File: config.mk
export PLATFORM = sky130hd
export DESIGN_NAME = qprot_guard
export DESIGN_NICKNAME = d
export VERILOG_FILES = /design/src/rtl/qprot_pkg.sv /design/src/rtl/qprot_regmap.sv /design/src/rtl/qprot_bank.sv /design/src/rtl/qprot_access.sv /design/src/rtl/qprot_status.sv /design/src/rtl/qprot_guard.sv
export SDC_FILE = /design/constraint.sdc
export NUM_CORES = 1
export LEC_CHECK = 0
export BUFFER_PORTS_ARGS = -buffer_cell sky130_fd_sc_hd__buf_2
export CORE_MARGIN = 2
export CORE_UTILIZATION = 51
export CTS_BUF_LIST = sky130_fd_sc_hd__clkbuf_4 sky130_fd_sc_hd__clkbuf_8 sky130_fd_sc_hd__clkbuf_16
export DETAILED_ROUTE_END_ITERATION = 16
export GPL_TIMING_DRIVEN = 0
export PLACE_DENSITY = 0.77
export SLEW_MARGIN = 0
export SYNTH_ARGS = -nofsm -noshare
export SYNTH_HDL_FRONTEND = slang
export SYNTH_SLANG_ARGS = --single-unit
File: constraint.sdc
create_clock -name clk -period 2.7 [get_ports clk]
set_input_delay 0.135 -clock clk [delete_from_list [all_inputs] [get_ports clk]]
set_output_delay 0.135 -clock clk [all_outputs]
set_load 0.02 [all_outputs]
File: src/rtl/qprot_pkg.sv
package qprot_pkg;
  localparam int REG_W    = 32;
  localparam int QUAD_LOG = 8;
  localparam int SEL_LOG  = 10;

  typedef enum logic [2:0] {
    RK_SET,
    RK_CLR,
    RK_STAT_A,
    RK_STAT_F,
    RK_NONE
  } reg_kind_e;
endpackage

File: src/rtl/qprot_regmap.sv
module qprot_regmap
  import qprot_pkg::*;
#(
  parameter int RA_W = 4,
  parameter int NREG = 2,
  parameter int KW   = 1
) (
  input  logic [RA_W-1:0] reg_addr,
  output reg_kind_e       kind,
  output logic [KW-1:0]   grp
);
  localparam int STAT_BASE = 2 * NREG;

  always_comb begin
    kind = RK_NONE;
    grp  = '0;
    if (int'(reg_addr) < STAT_BASE) begin
      kind = reg_addr[0] ? RK_CLR : RK_SET;
      grp  = KW'(reg_addr >> 1);
    end else if (int'(reg_addr) == STAT_BASE) begin
      kind = RK_STAT_A;
    end else if (int'(reg_addr) == STAT_BASE + 1) begin
      kind = RK_STAT_F;
    end
  end
endmodule

File: src/rtl/qprot_bank.sv
module qprot_bank
  import qprot_pkg::*;
#(
  parameter int NQ   = 64,
  parameter int NREG = 2,
  parameter int KW   = 1
) (
  input  logic             clk,
  input  logic             rst,
  input  logic             set_en,
  input  logic             clr_en,
  input  logic [KW-1:0]    grp,
  input  logic [REG_W-1:0] wdata,
  output logic [NQ-1:0]    prot,
  output logic [REG_W-1:0] rd_word
);
  localparam int PADW = NREG * REG_W;

  logic [PADW-1:0] set_pad, clr_pad, prot_pad;

  // One set mask and one clear mask lane per 32-bit register group.
  for (genvar g = 0; g < NREG; g++) begin : g_lane
    assign set_pad[g*REG_W +: REG_W] = (set_en && grp == KW'(g)) ? wdata : '0;
    assign clr_pad[g*REG_W +: REG_W] = (clr_en && grp == KW'(g)) ? wdata : '0;
  end

  always_comb begin
    prot_pad = '0;
    prot_pad[NQ-1:0] = prot;
  end

  assign rd_word = prot_pad[int'(grp)*REG_W +: REG_W];

  always_ff @(posedge clk) begin
    if (rst) prot <= '0;
    else     prot <= (prot | set_pad[NQ-1:0]) & ~clr_pad[NQ-1:0];
  end
endmodule

File: src/rtl/qprot_access.sv
module qprot_access
  import qprot_pkg::*;
#(
  parameter int ADDR_W = 14,
  parameter int IDX_W  = 6,
  parameter int NQ     = 64
) (
  input  logic              clk,
  input  logic              rst,
  input  logic              acc_valid,
  input  logic              acc_write,
  input  logic              acc_priv,
  input  logic [ADDR_W-1:0] acc_addr,
  input  logic [REG_W-1:0]  acc_wdata,
  input  logic [NQ-1:0]     prot,
  output logic              block,
  output logic [IDX_W-1:0]  blk_idx,
  output logic              fwd_valid,
  output logic              fwd_write,
  output logic [ADDR_W-1:0] fwd_addr,
  output logic [REG_W-1:0]  fwd_wdata,
  output logic              acc_done,
  output logic              acc_abort
);
  logic guarded;

  // Select and quadrant bits sit together at the top of the address.
  assign blk_idx = acc_addr[ADDR_W-1 -: IDX_W];
  assign guarded = (int'(blk_idx) < NQ) ? prot[blk_idx] : 1'b0;
  assign block   = acc_valid && acc_write && !acc_priv && guarded;

  always_ff @(posedge clk) begin
    if (rst) begin
      acc_done  <= 1'b0;
      acc_abort <= 1'b0;
      fwd_valid <= 1'b0;
      fwd_write <= 1'b0;
      fwd_addr  <= '0;
      fwd_wdata <= '0;
    end else begin
      acc_done  <= acc_valid;
      acc_abort <= block;
      fwd_valid <= acc_valid && !block;
      if (acc_valid) begin
        fwd_write <= acc_write;
        fwd_addr  <= acc_addr;
        fwd_wdata <= acc_wdata;
      end
    end
  end
endmodule

File: src/rtl/qprot_status.sv
module qprot_status #(
  parameter int ADDR_W = 14,
  parameter int IDX_W  = 6
) (
  input  logic              clk,
  input  logic              rst,
  input  logic              hit,
  input  logic [ADDR_W-1:0] hit_addr,
  input  logic [IDX_W-1:0]  hit_idx,
  input  logic              clr,
  output logic              valid,
  output logic [ADDR_W-1:0] addr,
  output logic [IDX_W-1:0]  idx
);
  always_ff @(posedge clk) begin
    if (rst) begin
      valid <= 1'b0;
      addr  <= '0;
      idx   <= '0;
    end else if (hit && (!valid || clr)) begin
      valid <= 1'b1;
      addr  <= hit_addr;
      idx   <= hit_idx;
    end else if (clr) begin
      valid <= 1'b0;
      addr  <= '0;
      idx   <= '0;
    end
  end
endmodule

File: src/rtl/qprot_guard.sv
module qprot_guard
  import qprot_pkg::*;
#(
  parameter int NUM_SEL = 16,
  parameter int RA_W    = 4,
  localparam int SEL_W  = (NUM_SEL > 1) ? $clog2(NUM_SEL) : 1,
  localparam int ADDR_W = SEL_W + SEL_LOG
) (
  input  logic              clk,
  input  logic              rst,
  input  logic              reg_valid,
  input  logic              reg_write,
  input  logic              reg_priv,
  input  logic [RA_W-1:0]   reg_addr,
  input  logic [31:0]       reg_wdata,
  output logic              reg_ack,
  output logic              reg_abort,
  output logic [31:0]       reg_rdata,
  input  logic              acc_valid,
  input  logic              acc_write,
  input  logic              acc_priv,
  input  logic [ADDR_W-1:0] acc_addr,
  input  logic [31:0]       acc_wdata,
  output logic              fwd_valid,
  output logic              fwd_write,
  output logic [ADDR_W-1:0] fwd_addr,
  output logic [31:0]       fwd_wdata,
  output logic              acc_done,
  output logic              acc_abort,
  output logic              viol_pending
);
  localparam int NQ    = 4 * NUM_SEL;
  localparam int NREG  = (NQ + REG_W - 1) / REG_W;
  localparam int KW    = (NREG > 1) ? $clog2(NREG) : 1;
  localparam int IDX_W = SEL_W + 2;

  reg_kind_e         kind;
  logic [KW-1:0]     grp;
  logic              wr_ok;
  logic              set_en, clr_en, stat_clr;
  logic [NQ-1:0]     prot_bits;
  logic [REG_W-1:0]  grp_word, rd_mux;
  logic              block;
  logic [IDX_W-1:0]  blk_idx;
  logic [ADDR_W-1:0] st_addr;
  logic [IDX_W-1:0]  st_idx;

  qprot_regmap #(.RA_W(RA_W), .NREG(NREG), .KW(KW)) u_map (
    .reg_addr(reg_addr), .kind(kind), .grp(grp)
  );

  assign wr_ok    = reg_valid && reg_write && reg_priv;
  assign set_en   = wr_ok && kind == RK_SET;
  assign clr_en   = wr_ok && kind == RK_CLR;
  assign stat_clr = wr_ok && kind == RK_STAT_F && reg_wdata[REG_W-1];

  qprot_bank #(.NQ(NQ), .NREG(NREG), .KW(KW)) u_bank (
    .clk(clk), .rst(rst), .set_en(set_en), .clr_en(clr_en), .grp(grp),
    .wdata(reg_wdata), .prot(prot_bits), .rd_word(grp_word)
  );

  qprot_access #(.ADDR_W(ADDR_W), .IDX_W(IDX_W), .NQ(NQ)) u_acc (
    .clk(clk), .rst(rst), .acc_valid(acc_valid), .acc_write(acc_write),
    .acc_priv(acc_priv), .acc_addr(acc_addr), .acc_wdata(acc_wdata),
    .prot(prot_bits), .block(block), .blk_idx(blk_idx),
    .fwd_valid(fwd_valid), .fwd_write(fwd_write), .fwd_addr(fwd_addr),
    .fwd_wdata(fwd_wdata), .acc_done(acc_done), .acc_abort(acc_abort)
  );

  qprot_status #(.ADDR_W(ADDR_W), .IDX_W(IDX_W)) u_stat (
    .clk(clk), .rst(rst), .hit(block), .hit_addr(acc_addr), .hit_idx(blk_idx),
    .clr(stat_clr), .valid(viol_pending), .addr(st_addr), .idx(st_idx)
  );

  always_comb begin
    rd_mux = '0;
    case (kind)
      RK_SET, RK_CLR: rd_mux = grp_word;
      RK_STAT_A:      rd_mux[ADDR_W-1:0] = st_addr;
      RK_STAT_F: begin
        rd_mux[REG_W-1]   = viol_pending;
        rd_mux[IDX_W-1:0] = st_idx;
      end
      default:        rd_mux = '0;
    endcase
  end

  always_ff @(posedge clk) begin
    if (rst) begin
      reg_ack   <= 1'b0;
      reg_abort <= 1'b0;
      reg_rdata <= '0;
    end else begin
      reg_ack   <= reg_valid;
      reg_abort <= reg_valid && reg_write && !reg_priv;
      reg_rdata <= (reg_valid && !reg_write) ? rd_mux : '0;
    end
  end
endmodule

==> Word-level counts from Yosys, hierarchy flattened <==
Cells that the tools add are included.
Widths: inputs -> output; s select.
{ "totals": {"reg_bits": 169, "in_bits": 90, "out_inout_bits": 85, "word_cells": 76} }
{ "op_classes": {"order_cmp": 2, "eq_ne": 5, "shift": 1, "mux": 20, "bitwise_logic": 6, "n_reduce_logical": 28} }
{ "op_table": {"columns": ["cell", "count"], "rows": [
  ["$mux 32", 4],
  ["$and 64x64->64", 1],
  ["$not 64->64", 1],
  ["$or 64x64->64", 1],
  ["$shiftx 64x7->32", 1],
  ["$mux 14", 2],
  ["$pmux 6 s3", 1],
  ["$logic_and 1x1->1", 17],
  ["$pmux 8 s2", 1],
  ["$mux 6", 2],
  ["$mux 3", 3],
  ["$eq 4x4->1 const B", 2],
  ["$lt 6x7->1 const B", 1],
  ["$bmux 1 s6", 1],
  ["$eq 3x2->1 const B", 2],
  ["$logic_not 1->1", 5],
  ["$mux 1", 5],
  ["$lt 4x3->1 const B", 1],
  ["$reduce_or 2->1", 2],
  ["$eq 3x1->1 const B", 1],
  ["$logic_not 3->1", 1],
  ["$not 1->1", 3],
  ["$reduce_or 3->1", 1],
  ["$pmux 1 s2", 1],
  ["2 further kinds", 2]
]} }

==> Depth between registers and ports, before layout <==
Gate-level depths: netlist of run 1.
{ "depth": {"ltp_word": 10, "mapped_depth": 10, "ltp_nobuf": 7} }

==> Modules after synthesis <==
A second synthesis of run 1 with hierarchy kept.
{ "unflattened": {"hier_cells": 754, "hier_area_um2": 7956.4} }
{ "by_module_without_submodules": {"columns": ["module", "n_inst", "cells_each", "area_per_inst_um2", "seq_area_each_um2"], "rows": [
  ["qprot_bank", 1, 325, 3109.2, 1281.2],
  ["qprot_access", 1, 212, 2406.1, 1001.0],
  ["qprot_guard", 1, 117, 1378.8, 680.7],
  ["qprot_status", 1, 95, 1029.7, 420.4],
  ["qprot_regmap", 1, 5, 32.5, 0.0]
]} }

==> Worst setup path after synthesis of run 1 <==
Ideal clock, no wire load.
{ "synth_path": {"path_kind": "in2reg", "from": "input port acc_addr[9]", "to": "register u_stat.addr[4]", "setup_ns": 0.072, "arrival_ns": 2.003, "required_ns": 2.628, "path_slack_ns": 0.626, "stages": 10, "n_path_buf": 3, "path_cell_list": "buf_6 -> buf_12 -> mux2i_1 -> a22o_1 -> a221oi_2 -> o22ai_1 -> or4_4 -> a21oi_4 -> buf_12 -> mux2i_1"} }
{ "synth_via": {"elab_chain_cells": 5, "word_cells_on_any_way": 6, "cone_classes": "mux: 3; reduce/logical: 3"} }
{ "synth_lines": {"columns": ["item", "line", "text"], "rows": [
  ["from (decl)", "qprot_guard.sv:22", "input logic [ADDR_W-1:0] acc_addr,"],
  ["$bmux 1 s6 *", "qprot_access.sv:29", "assign guarded = (int'(blk_idx) < NQ) ? prot[blk_idx] : 1'b0;"],
  ["$mux 1 (implied by the code) *", "qprot_access.sv:29", null],
  ["$logic_and 1x1->1 *", "qprot_access.sv:30", "assign block = acc_valid && acc_write && !acc_priv && guarded;"],
  ["$logic_and 1x1->1 *", "qprot_status.sv:20", "end else if (hit && (!valid || clr)) begin"],
  ["$mux 14 or $reduce_bool 2->1 (tied branches)", null, null],
  ["to (signal assigned)", "qprot_status.sv:22", "addr <= hit_addr;"],
  ["to (decl)", "qprot_status.sv:12", "output logic [ADDR_W-1:0] addr,"]
]} }
Every way passes the cells marked *; elsewhere a longest branch is shown, timed or not. The select of a mux whose other input is x is not followed.
A chain may end at the register's enable or synchronous reset.

==> Final worst setup path of run 1 <==
{ "layout_path": {"from": "register u_bank.prot[35]", "to": "register u_stat.idx[1]"} }
{ "layout_via": {"elab_chain_cells": 5, "word_cells_on_any_way": 6, "cone_classes": "mux: 3; reduce/logical: 3"} }
{ "layout_lines": {"columns": ["item", "line", "text"], "rows": [
  ["from (decl)", "qprot_bank.sv:14", "output logic [NQ-1:0] prot,"],
  ["from (signal assigned)", "qprot_bank.sv:36", "else prot <= (prot | set_pad[NQ-1:0]) & ~clr_pad[NQ-1:0];"],
  ["$bmux 1 s6 *", "qprot_access.sv:29", null],
  ["$mux 1 (implied by the code) *", "qprot_access.sv:29", null],
  ["$logic_and 1x1->1 *", "qprot_access.sv:30", null],
  ["$logic_and 1x1->1 *", "qprot_status.sv:20", null],
  ["$mux 6 or $reduce_bool 2->1 (tied branches)", null, null],
  ["to (signal assigned)", "qprot_status.sv:23", "idx <= hit_idx;"],
  ["to (decl)", "qprot_status.sv:13", "output logic [IDX_W-1:0] idx"]
]} }
Marked as above.

==> reports/metrics.yaml, run 1 <==
crit_chain: "mux2i_1 > a22o_1 > a221oi_1 > o31ai_1 > or4_4 > a21oi_4 > buf_12 > mux2i_1"
htree_levels: 4
hold_violations: 0
die_w_um: 119
diodes: 0
synth_edf_count: 0
place_congestion: 0.882
num_rows: 42
cpMostUsedCell: "mux2i_1"
grt_max_degree: 17
syn_nets: 870
ys.flop_type: "dfxtp_1"
synth_cell_type_count: 31
synth_area_per_cell_um2: 8.67
clkTransAtPathRegs_ns: 0.07
grtUsageMet1_pct: 34.7
finalCriticalPeriod_ns: 2.33
use_met3_pct: 5.80
grt_usage_pct: 28.1
ys_warn_count: 0
async_reset_ff_share_pct: 0
num-nets-final: 1103
ys_ff_latch: 163
drt-total-wl_mm: 19.4
die_area_um2: 14200
holdPathEnd: "u_acc.acc_abort"
drcViolationCount: 0
skew_ns: 0.00938
p_switching_uw: 1330
fp.coreArea_um2: 13100
antenna_left: 0
status: "finished, final reports clean"
drive_above_1_share_pct: 20.7
io_pins: 175
die_y_um: 119
fin_util_pct: 67.8
syn_inst: 780
first_pass_iters: 5
r2r-end: "u_stat.idx[1]"
sw_frac_of_total_pct: 24.3
areaGrowthSynthToFinish_pct: 31.3
rsz0062_at_grt: "no"
via_per_inst: 5.29
slowest_delay_ns: 0.53
fin_tns_setup_ns: 0
ir_drop_v: 0.000461
fmax_mhz: 429
hold_class: "in -> reg"
multiInputGateArea_um2: 3240
dr.first_iter.drc_count: 477
p_int_uw: 4140
rr_worst_depth: 8
min_period_over_period_pct: 86.3
critPathArrivalTime_ns: 2.69
pwr-share-comb_pct: 10.2
p_clk_share_pct: 44.3
start_util_pct: 51.7
finalPower_uw: 5470
dp_hpwl_mm: 13.0
whs_ns: 0.0180
clk-insertion-delay-late_ns: 0.43
nFillCells: 1041
cp-end-kind: "register"
worstHoldPathCells: 3
p_leak_uw: 0.00395
cts_buffers: 17
cts_tree: "done"
required_ns: 3.06
seq_area_um2: 3260
critical_path_class: "reg -> reg"
p_seq_share_pct: 45.5
cp-startpoint: "u_bank.prot[35]"
min_from: "acc_priv"
grt_pass1_wl_mm: 31.3
cts_num_sinks: 163
seq_area_frac_synth_pct: 48.3
drv_slew: 0
cap_viol_max_count: 0
critPathMaxFanout: 10
detail_route.wl_per_cell_um: 16.2
cp-start-kind: "register"
grt.busiest_layer: "met2"
num_vias: 6354
grt-ovfl-total: 0
grt_pass1_vias: 6210
synth_area_um2: 6760
grt_use_met2_pct: 46.5
setup_violations: 0
worstReg2RegStart: "u_bank.prot[35]"
root_buffer: "clkbuf_16"
reg2reg_slack_ns: 0.37
slowest_stage: "or4_4"
slew_headroom_pct: 46.1
grt_antenna_before_repair: 0
cts_buffer_depth: 2
worst_pin_slew_ns: 0.809
powerDensity_nw_per_um2: 617
port_buffers: 169
-- cell usage after synthesis (2+ instances only) --
cell      count  area (um^2)
and2_1        3         18.8
a22oi_1       9         67.6
nor2b_1       6         37.5
and3_1        3         18.8
dfxtp_1     163         3260
buf_12        2         40.0
or4_4         2         22.5
a221oi_1      9         78.8
buf_1        15         56.3
buf_6         3         33.8
clkbuf_1     32          120
nand2b_1     17          106
a21oi_1      70          350
mux2i_1     123         1230
a311oi_1      2         17.5
o21ai_0       8         40.0
nand2_1      91          342
nor3_1        7         35.0
a22o_1        4         35.0
nor2_1      200          751
-- kinds of logic after synthesis --
logic type	after synthesis	synth area share, %
AOI/OAI and AO/OA	109	9.68
DFF	163	48.3
and+or+nand+nor	331	19.9
buffers and inverters	53	3.78
muxes	124	18.4
-- state kept, by name (all words and copies together), names as in the netlist --
| register | count |
|---|---|
| reg_ack | 1 |
| reg_abort | 1 |
| u_stat.valid | 1 |
| u_acc.fwd_valid | 1 |
| u_acc.acc_abort | 1 |
| u_acc.acc_done | 1 |
| u_bank.prot | 64 |
| reg_rdata | 32 |
| u_acc.fwd_wdata | 32 |
| u_stat.idx | 6 |
| u_acc.fwd_write | 1 |
| u_stat.addr | 8 |
| u_acc.fwd_addr | 14 |
-- cell usage in the layout (no fill, tap or decap), types with 3 or more instances in the layout --
cell	instances
nor3_1	7
buf_1	15
nand2_1	91
a221oi_1	9
dlygate4sd3_1	45
and2_1	3
clkbuf_4	3
clkbuf_16	17
dfxtp_1	163
nor2b_1	6
nor2_1	200
a21oi_1	70
a22oi_1	9
o21ai_0	8
and3_1	3
buf_6	3
clkinv_4	3
mux2i_1	123
nand2b_1	17
clkbuf_1	32
buf_2	170
a22o_1	4
-- what timing repair did --
| item | in CTS | in global routing |
|---|---|---|
| hold buffers | 45 | 0 |
| hold endpoints to repair | 51 | 0 |
| setup endpoints to repair | 0 | 0 |
| gates resized for setup | 0 | 0 |
| buffers inserted | 0 | 0 |
-- worst max-delay path by stage --
stage,endpoint,slack (ns)
floorplan,u_stat.addr[4],0.63
CTS,u_stat.idx[1],0.40
finish,u_stat.idx[1],0.37
global placement,u_stat.idx[0],0.32
detailed placement,u_stat.addr[7],0.28
global route,u_stat.idx[2],0.26
-- per-layer routing --
metal / up-vias / wire length [um] / part of all wire [%]
li1: 3089 / - / -
met1: 2941 / 8190 / 42
met2: 270 / 9220 / 48
met3: 54 / 1240 / 6.4
met4: 0 / 761 / 3.9
met5: - / 0 / 0
-- critical path, delay by kind of cell (launching register included) --
family	cells	cell delay, ns
and+or+nand+nor	1	0.53
DFF	1	0.36
AOI/OAI and AO/OA	4	0.89
buffers and inverters	1	0.19
muxes	2	0.28
-- through the flow --
step | setup slack, ns | cells | area, um^2
2_1_floorplan | 0.626 | 780 | 6760
3_3_place_gp | 0.324 | 1125 | 7830
3_5_place_dp | 0.284 | 1125 | 7830
4_1_cts | 0.404 | 1202 | 8880
5_1_grt | 0.260 | 1202 | 8880
6_report | 0.370 | 1202 | 8880
-- layout make-up --
class                           instances  area share (%)
Tap cell                              176            2.48
Clock inverter                         10            1.40
Clock buffer                           22            5.36
Multi-Input combinational cell        564            36.5
Sequential cell                       163            36.8
Buffer                                 53            2.88
Timing Repair Buffer                  214            14.6
-- power groups by stage --
stage / Clock, uW / Sequential (uW) / Combinational [uW]
after detailed placement: 0 / 2540 / 494
after CTS: 2450 / 2490 / 546
after global placement: 0 / 2540 / 486
final: 2430 / 2490 / 557
after floorplan: 0 / 2590 / 242
after global routing: 2560 / 2490 / 595
Note: power is estimated with default switching activity, not from simulation.
==> run 2, diff against run 1 <==
--- a/config.mk
+++ b/config.mk
@@ -7,12 +7,13 @@
 export LEC_CHECK = 0
 export BUFFER_PORTS_ARGS = -buffer_cell sky130_fd_sc_hd__buf_2
 export CORE_MARGIN = 2
-export CORE_UTILIZATION = 51
+export CORE_UTILIZATION = 55
 export CTS_BUF_LIST = sky130_fd_sc_hd__clkbuf_4 sky130_fd_sc_hd__clkbuf_8 sky130_fd_sc_hd__clkbuf_16
 export DETAILED_ROUTE_END_ITERATION = 16
 export GPL_TIMING_DRIVEN = 0
-export PLACE_DENSITY = 0.77
+export PLACE_DENSITY = 0.81
 export SLEW_MARGIN = 0
 export SYNTH_ARGS = -nofsm -noshare
 export SYNTH_HDL_FRONTEND = slang
+export SYNTH_HIERARCHICAL = 1
 export SYNTH_SLANG_ARGS = --single-unit
==> run 2 against run 1 <==
Count of clock-buffer cells in the layout grew 2; sequential power is 4% higher; routed wire length grew 18%; total power increased by 2.8%; global-route usage rose by 1.5 points; via count is 11% higher; final cell count increased by 1.1%; fmax increased by 3.4%; non-clock buffer count is 57 higher; combinational power increased by 22%; sequential cell count rose by 6; register-to-register slack improved by 0.08 ns; critical path type unchanged.
==> reports/metrics.yaml, run 2 <==
synth_top_area_share_pct: 42.5
drcViolationCount: 0
worstReg2RegStart: "u_bank/prot[14]"
critPathMaxFanout: 10
fin_tns_setup_ns: 0
num_vias: 7026
synth_cell_type_count: 49
start_util_pct: 56.9
synth_area_um2: 7960
cap_viol_max_count: 0
reg_top3: "u_bank/prot: 64 flops, reg_rdata: 32 flops, u_acc/fwd_wdata: 32 flops"
dr.first_iter.drc_count: 593
p_seq_share_pct: 46.0
cts_setup_buffers: 0
sw_frac_of_total_pct: 24.8
grt_pass1_vias: 6999
fmax_mhz: 444
dp_hpwl_mm: 15.1
num_rows: 43
die_w_um: 124
final_common_cell: "buf_2"
place_congestion: 0.869
cts_resized: 0
grt_pass1_wl_mm: 36.4
rr_worst_depth: 8
powerDensity_nw_per_um2: 542
syn_inst: 754
async_reset_ff_share_pct: 0
whs_ns: 0.0124
pwr-share-comb_pct: 12.1
port_buffers: 174
cp-endpoint: "u_stat/addr[7]"
grt_usage_pct: 29.6
cp-end-kind: "register"
antenna_left: 0
htree_levels: 4
first_pass_iters: 5
cts_hold_buffers: 75
setup_violations: 0
p_leak_uw: 0.00414
via_per_inst: 5.78
min_period_over_period_pct: 83.4
required_ns: 3.05
cp.depth: 8
slew_headroom_pct: 48.1
detail_route.wl_per_cell_um: 18.9
r2r-end: "u_stat/addr[7]"
clkTransAtPathRegs_ns: 0.06
critPathArrivalTime_ns: 2.60
ys_warn_count: 6
cts_buffers: 17
rsz0062_at_grt: "no"
worst_pin_slew_ns: 0.777
synthMostInstantiatedCell: "dfxtp_1"
syn_nets: 844
p_int_uw: 4230
layout_common_cells: "buf_2 (197), dfxtp_1 (169), dlygate4sd3_1 (75), mux2i_1 (61), inv_1 (56)"
io_pins: 175
ir_drop_v: 0.000438
fin_util_pct: 74.1
grt_antenna_before_repair: 0
setup_ws_ns: 0.448
grt-ovfl-total: 0
grt_max_degree: 17
cts_tree: "done"
slowest_stage: "mux4_1"
cts_num_sinks: 169
cp-startpoint: "u_bank/prot[14]"
skew_ns: 0.0136
drv_slew: 0
pre_cts_slack_ns: 0.159
diodes: 0
p_clk_share_pct: 41.9
hold_class: "in -> reg"
clk-insertion-delay-late_ns: 0.44
seq_area_frac_synth_pct: 42.5
slowest_delay_ns: 0.51
root_buffer: "clkbuf_16"
synth_area_per_cell_um2: 10.6
num-nets-final: 1112
cts_buffer_depth: 2
synth_area_leaders: "dfxtp_1 (43%), mux2i_1 (7.7%), a221oi_2 (5.8%)"
crit_family: "multiplexers"
status: "finished, final reports clean"
fp.coreArea_um2: 14000
areaGrowthSynthToFinish_pct: 30.3
top_register: "u_bank/prot"
crit_chain: "mux4_1 > mux2i_1 > a22oi_1 > o211ai_2 > nand2_1 > a21o_1 > buf_6 > o32ai_2"
reg2reg_slack_ns: 0.45
synth_top_area_cell: "dfxtp_1"
synth_edf_count: 0
die_y_um: 124
drive_above_1_share_pct: 33.4
p_switching_uw: 1400
critical_path_class: "reg -> reg"
hold_violations: 0
ys.flop_type: "dfxtp_1"
cp-start-kind: "register"
crit_buf_inv: 1
finalCriticalPeriod_ns: 2.25
ys_ff_latch: 169
largest_register_ffs: 64
drt-total-wl_mm: 23.0
synth_commonest_cells: "dfxtp_1 (169), mux2i_1 (61), inv_1 (56), nor2_1 (55), nand3b_1 (43)"
finalPower_uw: 5620
die_area_um2: 15400
-- run 2: cell types whose count changed after synthesis, moves of 43 or more --
cell / delta
mux2i_1: -62
inv_1: +56
nor2_1: -145
nand3b_1: +43
a21oi_1: -59
nand2_1: -52
-- run 2: power groups by stage --
| stage | registers [uW] | clock network, uW | logic (uW) |
|---|---|---|---|
| after floorplan | 2690 | 0 | 291 |
| after global placement | 2640 | 0 | 568 |
| after detailed placement | 2640 | 0 | 576 |
| after CTS | 2580 | 2370 | 663 |
| after global routing | 2590 | 2510 | 719 |
| final | 2590 | 2360 | 679 |
-- run 2: routing by layer --
| layer | track usage [%] | vias up | share of wire, % |
|---|---|---|---|
| met5 | 0 | - | 0 |
| met4 | 14.3 | 0 | 3.6 |
| met3 | 6.01 | 75 | 7.7 |
| met2 | 48.4 | 380 | 48 |
| met1 | 37.6 | 3298 | 41 |
| li1 | - | 3273 | - |
-- run 2: tightest hold or removal path: stages --
cell      delay (ns)
buf_2           0.13
nand2b_1        0.07
o32ai_2         0.08
-- run 2: how the worst min path moves through the flow --
stage | from | endpoint | slack, ns | cells past startpoint
after global placement | acc_wdata[29] | u_acc/fwd_wdata[29] | 0.37 | 3
final | acc_addr[10] | u_stat/addr[10] | 0.01 | 3
after floorplan | rst | reg_ack | 0.21 | 1
after detailed placement | acc_wdata[8] | u_acc/fwd_wdata[8] | 0.38 | 3
after CTS | acc_addr[10] | u_stat/addr[10] | 0.003 | 3
after global routing | acc_addr[10] | u_stat/addr[10] | 0.006 | 3
-- run 2: cell families after synthesis --
group / Yosys count / synth area share (%)
and+or+nand+nor: 203 / 15.3
AOI/OAI and AO/OA: 174 / 20.6
DFF: 169 / 42.5
buffers and inverters: 131 / 9.15
muxes: 77 / 12.5
-- run 2: metrics by stage --
stage	cells	instance area (um^2)
floorplan	754	7960
detailed placement	1108	9050
global placement	1108	9050
finish	1215	10400
CTS	1215	10400
global route	1215	10400
-- run 2: final cells by class --
class	count	area, um^2
Inverter	56	210
Timing Repair Buffer	249	1620
Clock buffer	24	497
Fill cell	971	3620
Multi-Input combinational cell	454	3840
Tap cell	180	225
Sequential cell	169	3380
Buffer	75	518
Clock inverter	8	70.1
==> run 3, diff against run 2 <==
==> constraint.sdc (replaced) <==
create_clock -name clk -period 2.1 [get_ports clk]
set_input_delay 0.105 -clock clk [delete_from_list [all_inputs] [get_ports clk]]
set_output_delay 0.105 -clock clk [all_outputs]
set_load 0.02 [all_outputs]
==> run 3 against run 2 <==
Clock power rose by 29%; non-clock buffer count rose by 9; setup slack worse by 0.43 ns; global-route usage increased by 0.22 points; register-to-register slack worse by 0.43 ns; clock skew increased by 0.0019 ns; core utilization is 1.3 points higher; combinational power is 34% higher.
==> reports/metrics.yaml, run 3 (same netlist as run 2, synthesis figures left out) <==
status: "finished, final reports clean"
critical_path_class: "reg -> reg"
critPathArrivalTime_ns: 2.43
antenna_left: 0
skew_ns: 0.0155
start_util_pct: 56.9
ir_drop_v: 0.000566
die_w_um: 124
cts_tree: "done"
top_register: "u_bank/prot"
powerDensity_nw_per_um2: 689
slew_headroom_pct: 48.2
seq_area_um2: 3390
areaGrowthSynthToFinish_pct: 32.6
grt_usage_pct: 29.9
num-nets-final: 1121
htree_levels: 4
final_common_cell: "buf_2"
via_per_inst: 5.81
setup_violations: 0
num_rows: 43
dr.first_iter.drc_count: 638
layout_common_cells: "buf_2 (197), dfxtp_1 (163), dlygate4sd3_1 (78), mux2i_1 (58), inv_1 (56)"
grt_antenna_before_repair: 0
multiInputGateArea_um2: 3920
clkTransAtPathRegs_ns: 0.06
detail_route.wl_per_cell_um: 19.4
min_period_over_period_pct: 99.3
final_area_um2: 10600
hold_class: "in -> reg"
place_congestion: 0.869
largest_register_ffs: 64
drcViolationCount: 0
port_buffers: 174
drv_slew: 0
whs_ns: 0.0557
dp_hpwl_mm: 15.1
finalCriticalPeriod_ns: 2.09
fin_cells: 1224
num_vias: 7113
fin_util_pct: 75.4
drive_above_1_share_pct: 36.0
numPlacedInstances: 1108
grt_pass1_wl_mm: 36.8
cts_num_sinks: 169
reg_top3: "u_bank/prot: 64 flops, reg_rdata: 32 flops, u_acc/fwd_wdata: 32 flops"
io_pins: 175
grt_max_degree: 17
cp-end-kind: "register"
rsz0062_at_grt: "yes"
cts_buffers: 17
grt-ovfl-total: 0
root_buffer: "clkbuf_16"
critPathMaxFanout: 5
drt-total-wl_mm: 23.8
nFillCells: 942
cap_viol_max_count: 0
cp-start-kind: "register"
required_ns: 2.44
p_leak_uw: 0.00412
first_pass_iters: 5
clk-insertion-delay-late_ns: 0.44
die_area_um2: 15400
worst_pin_slew_ns: 0.776
fmax_mhz: 480
die_y_um: 124
grt_pass1_vias: 7018
cts_buffer_depth: 2
dpl-instance-area_um2: 9050
hold_violations: 0
fp.coreArea_um2: 14000
diodes: 0
==> run 3: cell count changes in the layout (fill, tap and decap cells not counted), moves of 3 or more <==
cell and change:
mux4_1 -10, dfxtp_1 -6, o32ai_4 +4, dlygate4sd3_1 +3, mux4_2 +10, o32ai_2 -4
dfxtp_2 +6, mux2i_1 -3, buf_4 +4
==> run 3: repair_timing <==
item,4_1_cts,5_1_grt
hold endpoints to repair,116,0
pin swaps,2,8
endpoints found under the setup margin,20,36
cloned,0,2
setup buffers,2,2
hold buffers,78,0
gates resized for setup,5,32
==> run 3: layer usage <==
metal	share of wire, %	GRT usage [%]	vias to the layer above
met2	48	48.7	367
met3	7.2	5.76	65
met1	41	38.3	3405
met4	3.2	14.1	0
met5	0	0	-
li1	-	-	3276
==> run 3: stage by stage <==
| stage | setup TNS, ns | setup WS (ns) | power (uW) |
|---|---|---|---|
| after global placement | -18.57 | -0.358 | 4120 |
| after floorplan | 0 | 0.188 | 3830 |
| after CTS | 0 | 0.0110 | 7230 |
| after detailed placement | -21.19 | -0.411 | 4130 |
| final | 0 | 0.0149 | 7270 |
| after global routing | -0.337 | -0.0394 | 7520 |
==> run 3: area by class of cell <==
cell class / instances / area share (%)
Tap cell: 180 / 2.13
Timing Repair Buffer: 258 / 16.3
Inverter: 56 / 1.99
Multi-Input combinational cell: 454 / 37.1
Sequential cell: 169 / 32.1
Buffer: 75 / 4.94
Clock buffer: 24 / 4.71
Clock inverter: 8 / 0.664
==> run 3: worst paths after layout <==
kind	startpoint	endpoint	slack [ns]	depth (start not counted)
max	u_bank/prot[23]	u_stat/addr[1]	0.01	8
min	acc_addr[13]	u_stat/addr[13]	0.06	3
max reg2reg	u_bank/prot[23]	u_stat/addr[1]	0.01	8
min reg2reg	u_stat/addr[8]	u_stat/addr[8]	0.49	2
==> run 3: critical path, cell delays in order (launching register included) <==
cell	delay [ns]
dfxtp_2	0.33
mux4_2	0.51
mux2i_4	0.23
a2111oi_4	0.12
o211ai_4	0.09
nand2_2	0.10
a21o_4	0.25
buf_6	0.15
o32ai_2	0.22
==> run 3: power breakdown <==
group | total, uW | internal (uW) | switching, uW
clock | 3040 | 1770 | 1270
sequential | 3320 | 3280 | 40.6
combinational | 908 | 399 | 509
total | 7270 | 5450 | 1820
